### config.mk
export PLATFORM = sky130hd
export DESIGN_NAME = frac_clk_div
export DESIGN_NICKNAME = d
export VERILOG_FILES = /design/src/rtl/frac_div_pkg.sv /design/src/rtl/frac_div_regs.sv /design/src/rtl/frac_div_prescale.sv /design/src/rtl/frac_div_core.sv /design/src/rtl/frac_clk_div.sv
export SDC_FILE = /design/constraint.sdc
export NUM_CORES = 1
export LEC_CHECK = 0
export BUFFER_PORTS_ARGS = -buffer_cell sky130_fd_sc_hd__buf_4
export CAP_MARGIN = 15
export CORE_ASPECT_RATIO = 1.5
export CORE_MARGIN = 5
export CORE_UTILIZATION = 45
export CTS_CLUSTER_SIZE = 24
export DETAILED_ROUTE_END_ITERATION = 10
export GPL_TIMING_DRIVEN = 0
export PLACE_DENSITY = 0.8
export SLEW_MARGIN = 40
export SYNTH_ARGS = -nofsm -noshare
export SYNTH_HDL_FRONTEND = slang
export SYNTH_SLANG_ARGS = --single-unit
### constraint.sdc
create_clock -name clk -period 4 [get_ports clk]
set_clock_uncertainty 0.2 [all_clocks]
set_input_delay 0.4 -clock clk [delete_from_list [all_inputs] [get_ports clk]]
set_output_delay 0.4 -clock clk [all_outputs]
set_load 0.005 [all_outputs]
### src/rtl/frac_div_pkg.sv
package frac_div_pkg;

    localparam int REG_W    = 32;
    localparam int TRIG_BIT = 0;

    typedef enum logic {
        SEL_DIVISOR = 1'b0,
        SEL_TRIGGER = 1'b1
    } reg_sel_e;

    typedef struct packed {
        logic            en;
        reg_sel_e        sel;
        logic [REG_W-1:0] data;
    } reg_wr_t;

    function automatic logic [REG_W-1:0] field_pick(
        input logic [REG_W-1:0] word,
        input int unsigned      lsb,
        input int unsigned      width
    );
        logic [REG_W-1:0] m;
        m = (REG_W'(1) << width) - REG_W'(1);
        return (word >> lsb) & m;
    endfunction

endpackage

### src/rtl/frac_div_regs.sv
module frac_div_regs
    import frac_div_pkg::*;
#(
    parameter int FIELD_W   = 8,
    parameter int FIELD_LSB = 8,
    parameter int RST_FIELD = 32,
    parameter bit FIXED_DIV = 1'b0
) (
    input  logic               clk,
    input  logic               rst,
    input  reg_wr_t            wr,
    input  reg_sel_e           rd_sel,
    input  logic               commit,
    output logic [REG_W-1:0]   rd_data,
    output logic [FIELD_W-1:0] shadow_field,
    output logic               pending
);

    localparam logic [REG_W-1:0] RST_WORD = REG_W'(RST_FIELD) << FIELD_LSB;

    logic [REG_W-1:0] word_q;
    logic             pend_q;

    generate
        if (FIXED_DIV) begin : g_fixed
            assign word_q = RST_WORD;
            assign pend_q = 1'b0;
        end else begin : g_prog
            logic trig_set;
            assign trig_set = wr.en && (wr.sel == SEL_TRIGGER) && wr.data[TRIG_BIT];

            always_ff @(posedge clk) begin
                if (rst) begin
                    word_q <= RST_WORD;
                    pend_q <= 1'b0;
                end else begin
                    if (wr.en && (wr.sel == SEL_DIVISOR))
                        word_q <= wr.data;
                    pend_q <= (pend_q && !commit) || trig_set;
                end
            end
        end
    endgenerate

    assign shadow_field = FIELD_W'(field_pick(word_q, FIELD_LSB, FIELD_W));
    assign pending      = pend_q;

    always_comb begin
        if (rd_sel == SEL_TRIGGER) begin
            rd_data           = '0;
            rd_data[TRIG_BIT] = pend_q;
        end else begin
            rd_data = word_q;
        end
    end

endmodule

### src/rtl/frac_div_prescale.sv
module frac_div_prescale #(
    parameter int PRE_DIV = 2
) (
    input  logic clk,
    input  logic rst,
    output logic tick
);

    generate
        if (PRE_DIV <= 1) begin : g_bypass
            assign tick = 1'b1;
        end else begin : g_count
            localparam int CW = $clog2(PRE_DIV);
            localparam logic [CW-1:0] LAST = CW'(PRE_DIV - 1);
            logic [CW-1:0] cnt_q;

            always_ff @(posedge clk) begin
                if (rst)
                    cnt_q <= '0;
                else if (cnt_q == LAST)
                    cnt_q <= '0;
                else
                    cnt_q <= cnt_q + CW'(1);
            end

            assign tick = (cnt_q == LAST);
        end
    endgenerate

endmodule

### src/rtl/frac_div_core.sv
module frac_div_core #(
    parameter int FIELD_W   = 8,
    parameter int FRAC_W    = 4,
    parameter int RST_FIELD = 32,
    localparam int SCALED_W = FIELD_W + 1
) (
    input  logic                clk,
    input  logic                rst,
    input  logic                tick,
    input  logic                pending,
    input  logic [FIELD_W-1:0]  shadow_field,
    output logic                boundary,
    output logic [SCALED_W-1:0] act_scaled
);

    localparam int INT_W = SCALED_W - FRAC_W;
    localparam int LEN_W = INT_W + 1;
    localparam logic [SCALED_W-1:0] ONE = SCALED_W'(1) << FRAC_W;
    localparam logic [SCALED_W-1:0] RST_SCALED = SCALED_W'(RST_FIELD) + ONE;

    logic [SCALED_W-1:0] act_q;
    logic [FRAC_W-1:0]   acc_q;
    logic [LEN_W-1:0]    len_q;
    logic [LEN_W-1:0]    cnt_q;

    logic [SCALED_W-1:0] next_div;
    logic [FRAC_W:0]     frac_sum;
    logic [LEN_W-1:0]    next_len;

    assign boundary = tick && (cnt_q == len_q - LEN_W'(1));

    always_comb begin
        next_div = pending ? ({1'b0, shadow_field} + ONE) : act_q;
        frac_sum = {1'b0, acc_q} + {1'b0, next_div[FRAC_W-1:0]};
        next_len = LEN_W'(next_div[SCALED_W-1:FRAC_W]) + LEN_W'(frac_sum[FRAC_W]);
    end

    always_ff @(posedge clk) begin
        if (rst) begin
            act_q <= RST_SCALED;
            acc_q <= '0;
            len_q <= LEN_W'(RST_SCALED[SCALED_W-1:FRAC_W]);
            cnt_q <= '0;
        end else if (tick) begin
            if (boundary) begin
                act_q <= next_div;
                acc_q <= frac_sum[FRAC_W-1:0];
                len_q <= next_len;
                cnt_q <= '0;
            end else begin
                cnt_q <= cnt_q + LEN_W'(1);
            end
        end
    end

    assign act_scaled = act_q;

endmodule

### src/rtl/frac_clk_div.sv
module frac_clk_div
    import frac_div_pkg::*;
#(
    parameter int FIELD_W   = 8,
    parameter int FRAC_W    = 4,
    parameter int FIELD_LSB = 8,
    parameter int RST_FIELD = 32,
    parameter int PRE_DIV   = 2,
    parameter bit FIXED_DIV = 1'b0
) (
    input  logic        clk,
    input  logic        rst,
    input  logic        wr_en,
    input  logic        wr_addr,
    input  logic [31:0] wr_data,
    input  logic        rd_addr,
    output logic [31:0] rd_data,
    output logic        en_o
);

    localparam int SCALED_W = FIELD_W + 1;

    reg_wr_t             wr_bus;
    logic                src_tick;
    logic                period_end;
    logic                trig_pend;
    logic [FIELD_W-1:0]  shadow_field;
    logic [SCALED_W-1:0] act_scaled;

    assign wr_bus = '{en: wr_en, sel: reg_sel_e'(wr_addr), data: wr_data};

    frac_div_regs #(
        .FIELD_W(FIELD_W), .FIELD_LSB(FIELD_LSB),
        .RST_FIELD(RST_FIELD), .FIXED_DIV(FIXED_DIV)
    ) u_regs (
        .clk(clk), .rst(rst), .wr(wr_bus), .rd_sel(reg_sel_e'(rd_addr)),
        .commit(period_end), .rd_data(rd_data),
        .shadow_field(shadow_field), .pending(trig_pend)
    );

    frac_div_prescale #(.PRE_DIV(PRE_DIV)) u_pre (
        .clk(clk), .rst(rst), .tick(src_tick)
    );

    frac_div_core #(
        .FIELD_W(FIELD_W), .FRAC_W(FRAC_W), .RST_FIELD(RST_FIELD)
    ) u_core (
        .clk(clk), .rst(rst), .tick(src_tick), .pending(trig_pend),
        .shadow_field(shadow_field), .boundary(period_end),
        .act_scaled(act_scaled)
    );

    assign en_o = period_end;

endmodule

==> summary.md, run 1 <==
| Metric | Value |
|---|---|
| Core box area | `6440 um^2` |
| Synth cell types | `46` |
| H-tree levels | `3` |
| Max cap viols | `0` |
| Global-route wire length before repair | `12,600 um` |
| TritonCTS Sinks | `59` |
| Grt total ovfl | `0` |
| # Post-CTS Setup Buffers | `0` |
| Syn Inst Count | `360` |
| Hold WC Path Type | `input pin to flop` |
| GPL Wtd Cong | `0.780` |
| Antenna diode count | `0` |
| Max clock buf depth | `2` |
| Startpoint types | `flop` |
| Final ANT Viol Nets | `0` |
| Final net count | `486` |
| Tot Pwr | `0.00137 W` |
| Pins over their slew limit | `0` |
| Die area | `8340 um^2` |
| Reg clk slew, reported paths | `0.07 ns` |
| First DRT Iteration DRCs | `122` |
| Post-synth EDFFs | `0` |
| HP Start | `wr_data[13]` |
| Layout cells sized above 1 | `0.243` |
| Initial Utilization | `0.460` |
| Synth Net Count | `407` |
| CTS buffer count | `9` |
| Final period util | `0.840` |
| Crit. End Element | `flop` |
| Vias in the first global route | `2,755` |
| Root buf cell | `clkbuf_8` |
| Crit-path max FO | `10` |
| I/O pin total | `70` |
| Antenna violations before repair | `0` |
| Worst Setup SP | `u_regs.pending` |
| Top cell type's share of synthesized area | `0.398` |
| Utilization after layout | `0.587` |
| Final Hold Viols | `0` |
| Syn Std Cell Area | `2960 um^2` |
| Post-synth ARST share | `0` |
| Synth top cells by count | `nand2_1, dfxtp_1, a21oi_1` |
| Max_slew headroom | `0.567` |
| Biggest area consumer among synthesized cells | `dfxtp_1` |
| DRC | `0` |
| FP Rows | `36` |
| Worst setup margin | `0.640 ns` |
| Final wirelength | `7480 um` |
| Via count | `2,701` |
| RSZ-0062 raised after global routing | `false` |
| Outcome | `finished clean` |
| Worst-skew pair later-pin latency | `0.34 ns` |
| Count of input and output buffers | `68` |
| Area added between synthesis and finish | `27.6%` |
| PD cells | `363 nW/um^2` |
| Pin count of the biggest net entering global routing | `11` |
| Worst vdd ir | `0.159 mV` |
| Tmin final | `3.36 ns` |
| Post-DP HPWL | `5750 um` |
| Vias per inst | `5.19` |
| Synth top area cells | `dfxtp_1, a21oi_1, nand2_1, nor2b_1, ha_1` |
| Setup TNS | `0 ns` |
| Die Wd | `76.3 um` |
| Placed Cells incl. Taps | `504` |
| WL per Instance | `14.4 um` |
| Die Ht | `109 um` |
| Most frequent cell after synthesis | `nand2_1` |
| Synth warn | `0` |
| Max Clk Rate | `298 MHz` |
| Crit Reg-Reg Startpoint | `u_regs.pending` |
| Worst EP arrival | `3.42 ns` |
| Endpoints failing setup | `0` |
| Setup WS pre-CTS | `0.651 ns` |
| Leakage | `1.55 nW` |
| WS Path Type | `flop to flop` |
| Measured slew at the worst slew-check pin | `0.649 ns` |
| CTS tree | `built` |
| Main synth FF type | `dfxtp_1` |
| Post-route insts no fill | `520` |
| Register area share after synthesis | `0.398` |
| DRT Pass-1 Iters | `4` |
| WP data required | `4.06 ns` |
| Post_cts resized | `0` |
| Total track usage | `0.185` |
| Hold bufs inserted after CTS | `0` |
| Flops & latches, synth | `59` |
| Avg Synthesized Cell Area | `8.23 um^2` |
==> cells in the final DEF, fill, tap and decap left out, drive strengths merged, types with 2 or more instances in the layout <==
master and instances:
buf 79, nand2 66, nor3 14, ha 9, and3 2, xnor2 8, nor2 9, dfxtp 59
clkbuf 27, a211oi 4, nand3 11, nor2b 35, mux2 5, inv 8, a21oi 53, a21o 2
clkinv 2, o211ai 4, nand4 4, nand2b 4, xor2 8, o21ai 13
==> path summary, 6_finish.rpt <==
| check | slack [ns] | depth (start not counted) | endpoint |
|---|---|---|---|
| hold reg to reg | 0.25 | 2 | u_regs.word_q[0] |
| setup reg to reg | 0.64 | 15 | u_core.len_q[5] |
| setup / recovery | 0.64 | 15 | u_core.len_q[5] |
| hold / removal | 0.08 | 3 | u_regs.word_q[13] |
==> cell families (layout without fill, tap and decap cells) <==
family,Yosys count,in the layout,synth area share
AOI/OAI and AO/OA,86,86,0.184
and+or+nand+nor,149,149,0.247
adders and majority gates,10,10,0.0447
xor gates and xnor gates,16,16,0.0473
muxes,6,6,0.0224
buffers and inverters,34,118,0.0557
DFF,59,59,0.398
==> power by group <==
group | switching (W) | total, W | internal (W)
registers | 0.0000163 | 0.000629 | 0.000612
clock network | 0.000228 | 0.000565 | 0.000336
logic | 0.0000958 | 0.000180 | 0.0000847
==> routing by layer <==
layer	wire length, um	GRT usage
met5	0	0
met4	258	0.106
met3	333	0.0328
met2	4080	0.364
met1	2810	0.177
==> final cells by class <==
class	instances	area [um^2]
Fill cell	555	2660
Tap cell	76	95.1
Multi-Input combinational cell	267	1620
Timing Repair Buffer	68	510
Clock inverter	4	47.5
Inverter	8	30.0
Clock buffer	12	165
Buffer	26	135
Sequential cell	59	1180
==> sequential cells by signal (all words and copies together) (netlist names) <==
| register | cells |
|---|---|
| u_core.acc_q | 4 |
| u_core.act_scaled | 9 |
| u_core.cnt_q | 6 |
| u_core.len_q | 6 |
| u_pre.tick | 1 |
| u_regs.pending | 1 |
| u_regs.word_q | 32 |
==> through the flow <==
stage	area, um^2	hold slack [ns]
finish	3780	0.0756
global route	3780	0.0984
CTS	3780	0.0642
detailed placement	3570	0.243
global placement	3570	0.237
floorplan	2960	0.232
==> critical path, stage by stage (launching register included) <==
cell and delay [ns]:
dfxtp_1 0.31, buf_2 0.18, buf_2 0.27, mux2_2 0.21, ha_1 0.16, inv_1 0.05, fa_1 0.41, nor2b_1 0.12
o21ai_0 0.09, nand2b_1 0.08, ha_1 0.18, inv_1 0.06, a2111oi_2 0.37, nor4b_1 0.34, nand3_1 0.12, a21oi_1 0.14
(Power assumes the default switching activity.)
==> run 2: changes to the inputs <==
==> constraint.sdc (replaced) <==
create_clock -name clk -period 3.4 [get_ports clk]
set_clock_uncertainty 0.2 [all_clocks]
set_input_delay 0.34 -clock clk [delete_from_list [all_inputs] [get_ports clk]]
set_output_delay 0.34 -clock clk [all_outputs]
set_load 0.005 [all_outputs]
==> run 2 against run 1 <==
- first-iteration DRC count fell by 1.6%
- die area unchanged
- largest power group unchanged
- final cell count is the same
- combinational power increased by 20%
- largest cell class unchanged
==> summary.md, run 2 (synthesis gave the netlist of run 1 again) <==
| Metric | Value |
|---|---|
| FP Rows | `36` |
| Post-route insts no fill | `520` |
| Die area | `8340 um^2` |
| DRT Pass-1 Iters | `4` |
| Worst EP arrival | `3.21 ns` |
| Die Wd | `76.3 um` |
| DRC | `0` |
| Reg clk slew, reported paths | `0.07 ns` |
| Final Hold Viols | `0` |
| Global-route wire length before repair | `12,600 um` |
| Initial Utilization | `0.460` |
| Hold bufs inserted after CTS | `0` |
| Layout cells sized above 1 | `0.245` |
| Final period util | `0.945` |
| # Post-CTS Setup Buffers | `0` |
| Via count | `2,719` |
| CTS buffer count | `9` |
| Area added between synthesis and finish | `28.8%` |
| Placed Cells incl. Taps | `504` |
| Post_cts resized | `0` |
| Die Ht | `109 um` |
| Antenna violations before repair | `0` |
| Max clock buf depth | `2` |
| WS Path Type | `flop to flop` |
| Outcome | `finished clean` |
| TritonCTS Sinks | `59` |
| I/O pin total | `70` |
| Antenna diode count | `0` |
| Pins over their slew limit | `0` |
| Count of input and output buffers | `68` |
| Pin count of the biggest net entering global routing | `11` |
| PD cells | `425 nW/um^2` |
| Endpoints failing setup | `0` |
| Final net count | `486` |
| H-tree levels | `3` |
| Crit. End Element | `flop` |
| CTS tree | `built` |
| Measured slew at the worst slew-check pin | `0.643 ns` |
| WL per Instance | `14.6 um` |
| Final wirelength | `7580 um` |
| Max cap viols | `0` |
| Tot Pwr | `0.00162 W` |
| Post-DP HPWL | `5750 um` |
| Root buf cell | `clkbuf_8` |
| Vias in the first global route | `2,755` |
| Final ANT Viol Nets | `0` |
| Max Clk Rate | `311 MHz` |
| Core box area | `6440 um^2` |
| Crit-path max FO | `10` |
| Grt total ovfl | `0` |
| Tmin final | `3.21 ns` |
| Hold WS | `0.0120 ns` |
| Commonest non-fill, non-tap cell in the layout | `buf_4` |
| Worst-skew pair later-pin latency | `0.34 ns` |
| Worst vdd ir | `0.188 mV` |
| WP data required | `3.40 ns` |
| First DRT Iteration DRCs | `120` |
| Largest register by flop count | `u_regs.word_q` |
| Leakage | `1.55 nW` |
| Startpoint types | `flop` |
| Number of flip-flops in the largest register | `32` |
| Max_slew headroom | `0.568` |
| GPL Wtd Cong | `0.780` |
| Commonest cells after routing, fill and taps aside | `buf_4, nand2_1, dfxtp_1` |
| Hold WC Path Type | `input pin to flop` |
| Total track usage | `0.185` |
| Vias per inst | `5.23` |
-- run 2: changes by cell type in the layout (fill, tap and decap cells not counted), sizes merged --
| cell | before | now |
|---|---|---|
| buf | 79 | 78 |
| clkbuf | 27 | 28 |
-- run 2: routing by layer --
layer	part of all wire	GRT usage	routed length [um]	vias to the layer above
li1	-	-	-	1384
met1	0.38	0.177	2870	1256
met2	0.54	0.364	4120	62
met3	0.043	0.0328	325	17
met4	0.035	0.106	268	0
met5	0	0	0	-
-- run 2: power breakdown --
group | switching (W) | internal, W
clock | 0.000270 | 0.000395
combinational | 0.000115 | 0.000101
sequential | 0.0000194 | 0.000720
total | 0.000405 | 0.00122
-- run 2: area by class of cell --
class | instances | area, um^2
Buffer | 26 | 144
Timing Repair Buffer | 68 | 510
Multi-Input combinational cell | 267 | 1650
Clock buffer | 12 | 165
Fill cell | 553 | 2620
Tap cell | 76 | 95.1
Clock inverter | 4 | 47.5
Inverter | 8 | 30.0
Sequential cell | 59 | 1180
-- run 2: worst paths after layout --
| path | start | endpoint | slack [ns] | cells after the start |
|---|---|---|---|---|
| setup / recovery | u_regs.pending | u_core.len_q[4] | 0.19 | 15 |
| hold / removal | wr_data[13] | u_regs.word_q[13] | 0.01 | 3 |
| setup reg to reg | u_regs.pending | u_core.len_q[4] | 0.19 | 15 |
| hold reg to reg | u_regs.word_q[6] | u_regs.word_q[6] | 0.25 | 2 |
-- run 2: per-stage QoR --
step | setup TNS (ns) | instance area, um^2 | setup slack, ns | util
3_3_place_gp | 0 | 3570 | 0.102 | 0.554
5_1_grt | -0.0126 | 3820 | -0.0126 | 0.593
6_report | 0 | 3820 | 0.188 | 0.593
3_5_place_dp | 0 | 3570 | 0.0506 | 0.554
2_1_floorplan | 0 | 2960 | 0.460 | -
4_1_cts | 0 | 3780 | 0.0141 | 0.587
-- run 2: worst max-delay path, cell delays in order (launching register included) --
cell and delay, ns:
dfxtp_1 0.30, clkbuf_4 0.17, buf_6 0.16, mux2_2 0.23, ha_1 0.16, inv_1 0.05
fa_1 0.41, nor2b_1 0.12, o21ai_0 0.08, nand2b_1 0.09, ha_1 0.19, ha_1 0.19
o21ai_0 0.12, or4_1 0.41, nand4_1 0.12, a21oi_1 0.07
